$ cat src/rtl/hpt_pkg.sv
package hpt_pkg;
  localparam int WORD_W = 32;
  localparam logic [31:0] MATCH_MASK = 32'h7FFF_FFBF;
  localparam logic [31:0] AGREE_MASK = 32'hFFFF_F07B;

  typedef enum logic [2:0] {
    FLT_NONE     = 3'd0,
    FLT_NOMATCH  = 3'd1,
    FLT_PROT     = 3'd2,
    FLT_NOEXEC   = 3'd3,
    FLT_DSTORE   = 3'd4,
    FLT_CONFLICT = 3'd5
  } fault_e;

  typedef enum logic [2:0] {
    ST_IDLE, ST_RD_REQ, ST_RD_WAIT, ST_EVAL, ST_WB_REQ, ST_DONE
  } walk_state_e;
endpackage

$ cat src/rtl/hpt_seg_file.sv
module hpt_seg_file #(
  parameter int SEG_COUNT = 16,
  localparam int IDX_W = $clog2(SEG_COUNT)
) (
  input  logic                          clk,
  input  logic                          rst,
  input  logic                          wr_en,
  input  logic [IDX_W-1:0]              wr_idx,
  input  logic [hpt_pkg::WORD_W-1:0]    wr_data,
  input  logic [IDX_W-1:0]              rd_idx,
  output logic [hpt_pkg::WORD_W-1:0]    rd_data
);
  logic [hpt_pkg::WORD_W-1:0] regs [SEG_COUNT];

  always_ff @(posedge clk) begin
    if (rst) begin
      for (int i = 0; i < SEG_COUNT; i++) regs[i] <= '0;
    end else if (wr_en) begin
      regs[wr_idx] <= wr_data;
    end
  end

  assign rd_data = regs[rd_idx];
endmodule

$ cat src/rtl/hpt_hash.sv
module hpt_hash (
  input  logic [23:0] vsid,
  input  logic [15:0] pidx,
  input  logic [31:0] base,
  input  logic        secondary,
  output logic [31:0] group_addr
);
  logic [18:0] h19;
  logic [31:0] h_pri, h_sec, h_sel, h_mask;

  always_comb begin
    h19    = vsid[18:0] ^ {3'b000, pidx};
    h_pri  = {7'b0, h19, 6'b0};
    h_sec  = ~h_pri & 32'h01FF_FFC0;
    h_sel  = secondary ? h_sec : h_pri;
    h_mask = {7'b0, base[8:0], 16'hFFC0};
    group_addr = {base[31:16], 16'h0000} | (h_sel & h_mask);
  end
endmodule

$ cat src/rtl/hpt_perm.sv
module hpt_perm (
  input  logic [1:0] pp,
  input  logic       key,
  output logic       can_read,
  output logic       can_write
);
  always_comb begin
    if (!key) begin
      can_read  = 1'b1;
      can_write = (pp != 2'd3);
    end else begin
      unique case (pp)
        2'd0:    begin can_read = 1'b0; can_write = 1'b0; end
        2'd2:    begin can_read = 1'b1; can_write = 1'b1; end
        default: begin can_read = 1'b1; can_write = 1'b0; end
      endcase
    end
  end
endmodule

$ cat src/rtl/hpt_walker.sv
module hpt_walker #(
  parameter int SEG_COUNT     = 16,
  parameter int GROUP_ENTRIES = 8,
  localparam int SEG_IDX_W    = $clog2(SEG_COUNT),
  localparam int ENT_IDX_W    = $clog2(GROUP_ENTRIES)
) (
  input  logic                 clk,
  input  logic                 rst,
  input  logic                 cfg_seg_we,
  input  logic [SEG_IDX_W-1:0] cfg_seg_idx,
  input  logic [31:0]          cfg_seg_data,
  input  logic [31:0]          tbl_base,
  input  logic                 req_valid,
  output logic                 req_ready,
  input  logic [31:0]          req_vaddr,
  input  logic                 req_store,
  input  logic                 req_fetch,
  input  logic                 req_user,
  output logic                 mem_req_valid,
  input  logic                 mem_req_ready,
  output logic                 mem_req_write,
  output logic [31:0]          mem_req_addr,
  output logic [31:0]          mem_req_wdata,
  input  logic                 mem_rsp_valid,
  input  logic [31:0]          mem_rsp_data,
  output logic                 res_valid,
  output logic [2:0]           res_fault,
  output logic                 res_store_fault,
  output logic [19:0]          res_rpn,
  output logic                 res_read_ok,
  output logic                 res_write_ok
);
  import hpt_pkg::*;

  localparam logic [ENT_IDX_W-1:0] LAST_ENT = ENT_IDX_W'(GROUP_ENTRIES - 1);

  walk_state_e state;
  logic [31:0] seg_q;
  logic        st_r, key_r, pass_r, word_r, found_r;
  logic [23:0] vsid_r;
  logic [15:0] pidx_r;
  logic [31:0] base_r, w0_r, keep_r, wb_r;
  logic [ENT_IDX_W-1:0] idx_r, hit_r;
  logic [2:0]  fault_q;
  logic        sflag_q, rd_q, wr_q;
  logic [19:0] rpn_q;

  hpt_seg_file #(.SEG_COUNT(SEG_COUNT)) u_seg (
    .clk(clk), .rst(rst), .wr_en(cfg_seg_we), .wr_idx(cfg_seg_idx),
    .wr_data(cfg_seg_data), .rd_idx(req_vaddr[31 -: SEG_IDX_W]), .rd_data(seg_q)
  );

  logic [31:0] group_addr;
  hpt_hash u_hash (
    .vsid(vsid_r), .pidx(pidx_r), .base(base_r), .secondary(pass_r),
    .group_addr(group_addr)
  );

  logic p_rd, p_wr;
  hpt_perm u_perm (.pp(keep_r[1:0]), .key(key_r), .can_read(p_rd), .can_write(p_wr));

  logic [31:0] ptem, upd;
  logic        hit_now, disagree;
  logic [ENT_IDX_W-1:0] a_idx;
  logic        a_word;

  always_comb begin
    ptem     = {1'b0, vsid_r, 1'b0, pidx_r[15:10]};
    hit_now  = w0_r[31] && (w0_r[6] == pass_r) && ((w0_r & MATCH_MASK) == ptem);
    disagree = ((keep_r ^ mem_rsp_data) & AGREE_MASK) != 32'h0;
    upd      = keep_r | 32'h0000_0100 | (st_r ? 32'h0000_0080 : 32'h0);
    a_idx    = (state == ST_WB_REQ) ? hit_r : idx_r;
    a_word   = (state == ST_WB_REQ) ? 1'b1 : word_r;
  end

  assign req_ready     = (state == ST_IDLE);
  assign mem_req_valid = (state == ST_RD_REQ) || (state == ST_WB_REQ);
  assign mem_req_write = (state == ST_WB_REQ);
  assign mem_req_addr  = group_addr + {{(32-ENT_IDX_W-3){1'b0}}, a_idx, a_word, 2'b00};
  assign mem_req_wdata = wb_r;
  assign res_valid       = (state == ST_DONE);
  assign res_fault       = fault_q;
  assign res_store_fault = sflag_q;
  assign res_rpn         = rpn_q;
  assign res_read_ok     = rd_q;
  assign res_write_ok    = wr_q;

  always_ff @(posedge clk) begin
    if (rst) begin
      state <= ST_IDLE;
      {st_r, key_r, pass_r, word_r, found_r} <= '0;
      vsid_r <= '0; pidx_r <= '0; base_r <= '0;
      w0_r <= '0; keep_r <= '0; wb_r <= '0;
      idx_r <= '0; hit_r <= '0;
      fault_q <= FLT_NONE; sflag_q <= 1'b0; rd_q <= 1'b0; wr_q <= 1'b0;
      rpn_q <= '0;
    end else begin
      unique case (state)
        ST_IDLE: if (req_valid) begin
          st_r   <= req_store;
          key_r  <= req_user ? seg_q[29] : seg_q[30];
          vsid_r <= seg_q[23:0];
          pidx_r <= req_vaddr[27:12];
          base_r <= tbl_base;
          rd_q <= 1'b0; wr_q <= 1'b0; rpn_q <= '0;
          if (seg_q[31] || (req_fetch && seg_q[28])) begin
            fault_q <= seg_q[31] ? FLT_DSTORE : FLT_NOEXEC;
            sflag_q <= req_store;
            state   <= ST_DONE;
          end else begin
            pass_r <= 1'b0; idx_r <= '0; word_r <= 1'b0; found_r <= 1'b0;
            state  <= ST_RD_REQ;
          end
        end
        ST_RD_REQ: if (mem_req_ready) state <= ST_RD_WAIT;
        ST_RD_WAIT: if (mem_rsp_valid) begin
          if (!word_r) begin
            w0_r   <= mem_rsp_data;
            word_r <= 1'b1;
            state  <= ST_RD_REQ;
          end else begin
            word_r <= 1'b0;
            if (hit_now && found_r && disagree) begin
              fault_q <= FLT_CONFLICT; sflag_q <= st_r; state <= ST_DONE;
            end else begin
              if (hit_now && !found_r) begin
                found_r <= 1'b1; keep_r <= mem_rsp_data; hit_r <= idx_r;
              end
              if (idx_r == LAST_ENT) state <= ST_EVAL;
              else begin
                idx_r <= idx_r + 1'b1;
                state <= ST_RD_REQ;
              end
            end
          end
        end
        ST_EVAL: begin
          if (!found_r) begin
            if (!pass_r) begin
              pass_r <= 1'b1; idx_r <= '0; state <= ST_RD_REQ;
            end else begin
              fault_q <= FLT_NOMATCH; sflag_q <= st_r; state <= ST_DONE;
            end
          end else if (!(st_r ? p_wr : p_rd)) begin
            fault_q <= FLT_PROT; sflag_q <= st_r; state <= ST_DONE;
          end else begin
            fault_q <= FLT_NONE; sflag_q <= 1'b0;
            rpn_q   <= keep_r[31:12];
            rd_q    <= p_rd;
            wr_q    <= p_wr && (st_r || keep_r[7]);
            wb_r    <= upd;
            state   <= (upd != keep_r) ? ST_WB_REQ : ST_DONE;
          end
        end
        ST_WB_REQ: if (mem_req_ready) state <= ST_DONE;
        default: state <= ST_IDLE;
      endcase
    end
  end

  // Read-response tracker used only by the checks below.
  logic rd_owed;
  always_ff @(posedge clk) begin
    if (rst) rd_owed <= 1'b0;
    else if (mem_req_valid && mem_req_ready && !mem_req_write) rd_owed <= 1'b1;
    else if (mem_rsp_valid) rd_owed <= 1'b0;
  end

  a_r12_hold_request: assert property (@(posedge clk) disable iff (rst)
    (mem_req_valid && !mem_req_ready) |=> (mem_req_valid && $stable(mem_req_addr) && $stable(mem_req_write)));
  a_r12_one_outstanding: assert property (@(posedge clk) disable iff (rst)
    rd_owed |-> !mem_req_valid);
  a_r1_dstore_next_cycle: assert property (@(posedge clk) disable iff (rst)
    (req_valid && req_ready && seg_q[31]) |=> (res_valid && res_fault == FLT_DSTORE));
  a_r9_writeback_refbit: assert property (@(posedge clk) disable iff (rst)
    (mem_req_valid && mem_req_write) |-> (mem_req_wdata[8] && mem_req_addr[2]));
  a_r8_fault_no_perm: assert property (@(posedge clk) disable iff (rst)
    (res_valid && res_fault != FLT_NONE) |-> (!res_read_ok && !res_write_ok));
  a_r10_write_needs_read: assert property (@(posedge clk) disable iff (rst)
    (res_valid && res_write_ok) |-> res_read_ok);
  a_r11_store_flag_on_fault: assert property (@(posedge clk) disable iff (rst)
    (res_valid && res_store_fault) |-> (res_fault != FLT_NONE));
endmodule

$ cat config.mk
export PLATFORM = sky130hd
export DESIGN_NAME = hpt_walker
export DESIGN_NICKNAME = d
export VERILOG_FILES = /design/src/rtl/hpt_pkg.sv /design/src/rtl/hpt_seg_file.sv /design/src/rtl/hpt_hash.sv /design/src/rtl/hpt_perm.sv /design/src/rtl/hpt_walker.sv
export SDC_FILE = /design/constraint.sdc
export NUM_CORES = 1
export LEC_CHECK = 0
export BUFFER_PORTS_ARGS = -buffer_cell sky130_fd_sc_hd__buf_2
export CORE_AREA = 2 2 270 272
export DETAILED_ROUTE_END_ITERATION = 16
export DIE_AREA = 0 0 272 274
export HOLD_SLACK_MARGIN = 0.1
export SETUP_SLACK_MARGIN = 0.1
export SYNTH_ARGS = -nofsm -noshare
export SYNTH_HDL_FRONTEND = slang
export SYNTH_SLANG_ARGS = --single-unit
$ cat constraint.sdc
create_clock -name clk -period 5 [get_ports clk]
set_input_delay 0.25 -clock clk [delete_from_list [all_inputs] [get_ports clk]]
set_output_delay 0.25 -clock clk [all_outputs]
set_load 0.03 [all_outputs]
==> impl_metrics.json, run 1 <==
{
  "rsz0062_at_grt": "no",
  "yosys.area_share.simple": 0.1632,
  "cts_max_level": 3,
  "peakVddDrop_v": 0.0002062,
  "synth.cell_area_sq_mm": 0.02850,
  "cts_resized": 0,
  "finalSetupViolations": 0,
  "hold_path_depth": 2,
  "synth.area.mux_share": 0.1254,
  "layout-drive-gt1-share": 0.2063,
  "path_class": "register to register",
  "dr.pass1.iters": 5,
  "period_needed_ns": 3.252,
  "start_kind": "register",
  "r2r_start": "vsid_r[9]",
  "grt_pass1_vias": 18650,
  "post_drt_wl_per_cell_microns": 23.06,
  "fin_crit_sh": 0.6503,
  "grt_max_degree": 115,
  "syn2layout_area_growth_pct": 18.08,
  "core.rowCount": 99,
  "path_max_fanout": 19,
  "die_x_microns": 272,
  "clock_skew_ns": 0.02097,
  "synth_top_family_by_area": "simple AND/OR/NAND/NOR gates",
  "cts.sinks": 649,
  "dp.cells": 3233,
  "yosys_warnings": 0,
  "core_sq_mm": 0.07197,
  "synth_edf_count": 448,
  "routed_wirelength_microns": 79980,
  "clk_latency_ns": 0.61,
  "synth-xor-area-share": 0.02674,
  "arrival_ns": 3.69,
  "first_iter_violations": 1565,
  "endpoint_kind": "register",
  "cts.path.max_buffers": 3,
  "grt_first_pass_wirelength_microns": 117500,
  "fin_tns_setup_ns": 0,
  "clkTransAtPathRegs_ns": 0.06,
  "instances_no_fill": 3468,
  "fmax_ghz": 0.3075,
  "avgViaCountPerCell": 5.275,
  "synth_seq_cells": 649,
  "pin_count": 235,
  "power_density_mw_per_mm2": 393.7,
  "die-area_sq_mm": 0.07453,
  "vias": 18290,
  "reg2reg_depth": 8,
  "drc_errors": 0,
  "nNetsFinal": 2594,
  "yosysUniqueCellTypes": 60,
  "async_reset_ff_frac": 0,
  "cts-root-buf": "clkbuf_16",
  "min_from": "cfg_seg_data[2]",
  "place.gp.congestion": 0.8286,
  "cts_tree": "done",
  "syn_inst": 2221,
  "portBuffers": 209,
  "cts_buffers": 71,
  "synth-compound-area-share": 0.04188,
  "synth-adder-area-share": 0.0008781,
  "max_slew.worst_pin.slew_ns": 1.198,
  "outcome": "completed",
  "hold_end": "u_seg.regs[15][2]",
  "p_leak_nw": 12.09,
  "grt_usage": 0.2135,
  "synth-seq-area-share": 0.6133,
  "timing.rr.end": "keep_r[15]",
  "dp_hpwl_microns": 44420,
  "ant_nets": 0,
  "drv_cap": 0,
  "min_path_type": "primary input to register",
  "fin_util": 0.4676,
  "antenna_found_initial": 5,
  "chipHeight_microns": 274,
  "slew_viol_final": 0,
  "slew_headroom": 0.2011,
  "ys.flop_type": "edfxtp_1",
  "hold_viol_final": 0,
  "synth_area_per_cell_sq_um": 12.83,
  "r2r_slack_ns": 1.75,
  "critPathRequiredTime_ns": 5.44,
  "grt-ovfl-total": 0,
  "start_util": 0.3960
}
==> cells by family (layout without fill, tap and decap cells) <==
kind of cell               after synthesis  after routing
AOI/OAI and AO/OA                      211            211
xor gates and xnor gates                87             87
adders and majority gates                2              2
buffers and inverters                  195            479
DFF                                    649            649
muxes                                  187            187
other                                    1              5
and+or+nand+nor                        889            889
==> through the flow <==
| stage | power, W | setup WS, ns | hold slack, ns | area (sq um) |
|---|---|---|---|---|
| finish | 0.01325 | 1.748 | 0.1318 | 33650 |
| global route | 0.01370 | 1.607 | 0.1591 | 33650 |
| CTS | 0.01335 | 1.779 | 0.1065 | 33640 |
| detailed placement | 0.008046 | 1.763 | 0.4435 | 30290 |
| global placement | 0.008000 | 1.786 | 0.4385 | 30290 |
| floorplan | 0.007462 | 2.661 | 0.3860 | 28500 |
==> area by class of cell <==
class                   count  area [sq um]
fillers                  6367         38320
flip-flops and latches    649         17480
multi-input cells        1378         10280
repair buffers            342          2345
clock buffers              97          1967
well taps                 959          1200
clock inverters            31         345.3
inverters                   9         33.78
diodes                      3         7.507
==> registers in the layout, indices dropped and copies added, names as in the netlist <==
signal           cells
key_r                1
state                3
mem_req_wdata       32
res_read_ok          1
w0_r                32
keep_r              32
res_store_fault      1
res_write_ok         1
res_rpn             20
vsid_r              24
pidx_r              16
st_r                 1
found_r              1
idx_r                3
res_fault            3
u_seg.regs         448
base_r              25
pass_r               1
word_r               1
hit_r                3
==> cells in the final DEF, fill, tap and decap left out, drive strengths merged, types with 18 or more instances in the layout <==
master,n
buf,238
nor2,74
dlygate4sd3,104
nand2,288
dfxtp,201
mux2i,47
xnor2,70
clkbuf,97
clkinv,18
edfxtp,448
and2,450
a21oi,161
mux4,135
or2,18
==> per-layer routing <==
layer	vias to the layer above	wire length, microns	track usage
met5	-	7	0
met4	2	1809	0.05639
met3	132	4844	0.03748
met2	625	39880	0.3671
met1	9259	33440	0.2794
li1	8274	-	-
==> synth_stat cells, types with 10 or more instances <==
cell type	number	area, sq um
a21oi_1	161	805.8
mux2i_1	47	470.5
nor3_1	11	55.05
edfxtp_1	448	13450
buf_1	11	41.29
nand2_1	288	1081
or2_2	18	112.6
mux4_2	134	3018
buf_2	10	50.05
xnor2_1	70	613.1
nand4_1	14	87.58
and2_1	450	2815
a21o_1	13	97.59
dfxtp_1	201	4024
buf_4	10	75.07
nor2_1	73	274.0
clkbuf_1	151	566.8
xor2_1	17	148.9
==> worst max-delay path: stages, from the launching register on <==
cell	delay [ns]
dfxtp_1	0.38
inv_1	0.10
o2bb2ai_1	0.13
a2111oi_0	0.47
nand4_1	0.49
nor2_4	0.76
buf_4	0.43
mux2i_1	0.24
nor2_1	0.05
==> worst max path at each step <==
stage,end,start,slack [ns],cells after the start
after detailed placement,u_seg.regs[3][30],rst,1.76,6
after floorplan,vsid_r[10],req_vaddr[28],2.66,7
after global placement,u_seg.regs[2][18],rst,1.79,6
after global routing,keep_r[21],vsid_r[9],1.61,8
final,keep_r[15],vsid_r[9],1.75,8
after CTS,keep_r[15],vsid_r[9],1.78,8
==> timing repair <==
action                    in CTS  in global routing
hold buffers                 104                  0
hold endpoints to repair     472                  0
setup buffers                  0                  0
==> report_power, final <==
part | switching (W) | leakage [nW] | internal, W
registers | 0.000183 | 5.90 | 0.00607
logic | 0.00108 | 5.07 | 0.000658
clock network | 0.00213 | 1.12 | 0.00312
Note: power is estimated with default switching activity, not from simulation.
==> inputs of run 2 (changes only) <==
--- a/config.mk
+++ b/config.mk
@@ -5,10 +5,11 @@
 export SDC_FILE = /design/constraint.sdc
 export NUM_CORES = 1
 export LEC_CHECK = 0
+export ABC_AREA = 1
 export BUFFER_PORTS_ARGS = -buffer_cell sky130_fd_sc_hd__buf_2
-export CORE_AREA = 2 2 270 272
+export CORE_AREA = 2 2 272 274
 export DETAILED_ROUTE_END_ITERATION = 16
-export DIE_AREA = 0 0 272 274
+export DIE_AREA = 0 0 274 276
 export HOLD_SLACK_MARGIN = 0.1
 export SETUP_SLACK_MARGIN = 0.1
 export SYNTH_ARGS = -nofsm -noshare
==> constraint.sdc (replaced) <==
create_clock -name clk -period 3.2 [get_ports clk]
set_input_delay 0.16 -clock clk [delete_from_list [all_inputs] [get_ports clk]]
set_output_delay 0.16 -clock clk [all_outputs]
set_load 0.03 [all_outputs]
==> run 2 against run 1 <==
Flip-flop and latch count unchanged. Clock skew is 0.0019 ns higher. Routed wire length is 11% higher. Utilization increased by 0.14 points. Design area up 1.2%. Cell count grew 29%. Synthesized area rose by 0.99%. Via count increased by 27%. Worst setup slack lost 1.1 ns. Critical path type unchanged. Largest power group unchanged. Highest routed layer unchanged.
==> impl_metrics.json, run 2 <==
{
  "outcome": "completed",
  "timing.rr.end": "base_r[1]",
  "peakVddDrop_v": 0.0005704,
  "clk_latency_ns": 0.63,
  "grt_use_met3": 0.04803,
  "dp_hpwl_microns": 54270,
  "final_cell_mix": "nor2_1 (878), nand2_1 (459), edfxtp_1 (448)",
  "yosysUniqueCellTypes": 37,
  "cts_max_level": 3,
  "critPathRequiredTime_ns": 3.75,
  "reg2reg_depth": 9,
  "hold_end": "u_seg.regs[11][12]",
  "drv_cap": 0,
  "use_met2": 0.3803,
  "cts.path.max_buffers": 3,
  "hold_path_depth": 3,
  "grt_pass1_vias": 21930,
  "grt-ovfl-total": 0,
  "hold_viol_final": 0,
  "post_drt_wl_per_cell_microns": 19.92,
  "top_usage_layer": "met2",
  "cts.sinks": 649,
  "yosys_warnings": 0,
  "cts-root-buf": "clkbuf_16",
  "core.rowCount": 99,
  "synth_seq_cells": 649,
  "async_reset_ff_frac": 0,
  "endpoint_kind": "register",
  "slew_viol_final": 0,
  "clkTransAtPathRegs_ns": 0.06,
  "swShare": 0.2984,
  "dpl_cell_area_sq_mm": 0.03074,
  "fmax_ghz": 0.3986,
  "grt_max_degree": 122,
  "r2r_slack_ns": 0.69,
  "holdWs_ns": 0.1141,
  "p_clk_frac": 0.372,
  "start_kind": "register",
  "arrival_ns": 3.06,
  "fin_ws_ns": 0.6914,
  "cts_resized": 0,
  "antenna_found_initial": 5,
  "final_common_cell": "nor2_1",
  "dp_slack_ns": 0.7058,
  "instances_no_fill": 4471,
  "layout-drive-gt1-share": 0.1216,
  "core_sq_mm": 0.07259,
  "cts_buffers": 73,
  "synth_area_per_cell_sq_um": 8.889,
  "vias": 23140,
  "nNetsFinal": 3600,
  "rsz0062_at_grt": "no",
  "chipHeight_microns": 276,
  "fin_tns_setup_ns": 0,
  "netlist_top_cells_count": "nor2_1 (879), nand2_1 (459), edfxtp_1 (448)",
  "finalSetupViolations": 0,
  "syn2layout_area_growth_pct": 18.28,
  "yosysMostFrequentCell": "nor2_1",
  "regMostFlops": "u_seg.regs",
  "place.gp.congestion": 0.8971,
  "grt_use_met1": 0.3034,
  "max_slew.worst_pin.slew_ns": 1.087,
  "synth_area_leader_cell": "edfxtp_1",
  "min_from": "cfg_seg_data[12]",
  "dr.pass1.iters": 6,
  "drc_errors": 0,
  "routed_wirelength_microns": 89060,
  "synth-seq-area-share": 0.6072,
  "path_max_fanout": 29,
  "fin_crit_sh": 0.7840,
  "die-area_sq_mm": 0.07562,
  "pin_count": 235,
  "die_x_microns": 274,
  "slew_headroom": 0.2743,
  "ant_nets": 0,
  "start_util": 0.3965,
  "path_class": "register to register",
  "fin_area_sq_mm": 0.03404,
  "r2r_start": "state[0]",
  "avgViaCountPerCell": 5.176,
  "clock_skew_ns": 0.02288,
  "p_leak_nw": 13.77,
  "period_needed_ns": 2.509,
  "grt_usage": 0.2318,
  "yosys-top-cells-area": "edfxtp_1 (47%), dfxtp_1 (14%), nor2_1 (11%), nand2_1 (6.0%), o21ai_0 (6.0%)",
  "synth_edf_count": 448,
  "ys.flop_type": "edfxtp_1",
  "first_iter_violations": 1990,
  "p_sw_w": 0.006763,
  "synth_top_area_share": 0.4674,
  "fillers": 7054,
  "power_density_mw_per_mm2": 665.8,
  "p_int_w": 0.01590,
  "min_path_type": "primary input to register",
  "combPwrFrac": 0.185,
  "dp.cells": 4250,
  "portBuffers": 209,
  "synth.cell_area_sq_mm": 0.02878,
  "largest_reg_flops": 448,
  "sequentialPowerShare": 0.443,
  "cts_tree": "done",
  "grt_first_pass_wirelength_microns": 133200,
  "syn_inst": 3238
}
-- run 2: changes by cell type in the layout (fill, tap and decap cells not counted), moves of 17 or more --
cell     before  now
xnor2_1      70   16
nand2_1     287  459
o21ai_1       2   28
and2_1      449    0
or2_2        18    1
mux2i_1      47    2
inv_1         9  210
o22ai_1       2  124
mux4_2      134    0
o21ai_0       6  343
nor2_1       60  878
nand3_1       5   37
buf_4        28   73
-- run 2: layout make-up --
cell class / instances / area, sq um / share of cell area
antenna: 1 / 2.502 / 0.00007351
clock buffer: 99 / 2038 / 0.05987
clock inverter: 30 / 346.6 / 0.01018
inverter: 227 / 858.3 / 0.02521
multi-input combinational: 2124 / 9413 / 0.2765
sequential: 649 / 17480 / 0.5134
tap: 959 / 1200 / 0.03525
timing repair buffer: 382 / 2706 / 0.07950
-- run 2: what timing repair did --
| item | 4_1_cts | 5_1_grt |
|---|---|---|
| hold buffers | 91 | 0 |
| buffers inserted | 0 | 0 |
| endpoints found under the setup margin | 0 | 0 |
| endpoints found under the hold margin | 112 | 0 |
-- run 2: worst max path at each step --
| stage | to | depth (start not counted) | startpoint |
|---|---|---|---|
| 6_report | base_r[1] | 9 | state[0] |
| 5_1_grt | keep_r[28] | 13 | keep_r[27] |
| 4_1_cts | keep_r[28] | 13 | keep_r[26] |
| 3_5_place_dp | keep_r[28] | 13 | keep_r[26] |
| 3_3_place_gp | keep_r[19] | 13 | keep_r[26] |
| 2_1_floorplan | u_seg.regs[7][0] | 8 | rst |
-- run 2: cell families (layout without fill, tap and decap cells) --
group                    after synthesis  after routing  share of synthesized area
flip-flops                           649            649                     0.6072
multiplexers                           2              2                  0.0006956
adder cells (fa/ha/maj)                2              2                  0.0008693
AND/OR/NAND/NOR                     1405           1405                     0.1883
buffers and inverters                466            738                    0.06630
AO/OA/AOI/OAI                        672            672                     0.1240
other                                  1              3                  0.0001303
XOR/XNOR                              41             41                    0.01248
-- run 2: layer usage --
metal	vias to the layer above	share of wire
met5	-	0.00047
met4	8	0.030
li1	11150	-
met3	165	0.081
met1	10960	0.41
met2	866	0.48
-- run 2: power by group through the flow --
| stage | Sequential, W | Clock [W] | Combinational (W) |
|---|---|---|---|
| finish | 0.0100 | 0.00843 | 0.00419 |
| global placement | 0.0102 | 0 | 0.00403 |
| floorplan | 0.0101 | 0 | 0.00276 |
| detailed placement | 0.0102 | 0 | 0.00406 |
| CTS | 0.0100 | 0.00854 | 0.00421 |
| global route | 0.0101 | 0.00886 | 0.00463 |
-- run 2: worst max-delay path, cell delays in order (launching register included) --
cell	delay (ns)
dfxtp_1	0.37
nor2_1	0.11
inv_1	0.07
nor2_2	0.27
nand2_4	0.24
inv_1	0.15
buf_4	0.40
nand2_1	0.10
a21oi_1	0.15
dlygate4sd3_1	0.58
-- run 2: stage by stage --
step / power [W] / utilization
4_1_cts: 0.02278 / 0.4689
5_1_grt: 0.02359 / 0.4690
2_1_floorplan: 0.01289 / -
3_3_place_gp: 0.01423 / 0.4235
6_report: 0.02266 / 0.4690
3_5_place_dp: 0.01427 / 0.4235
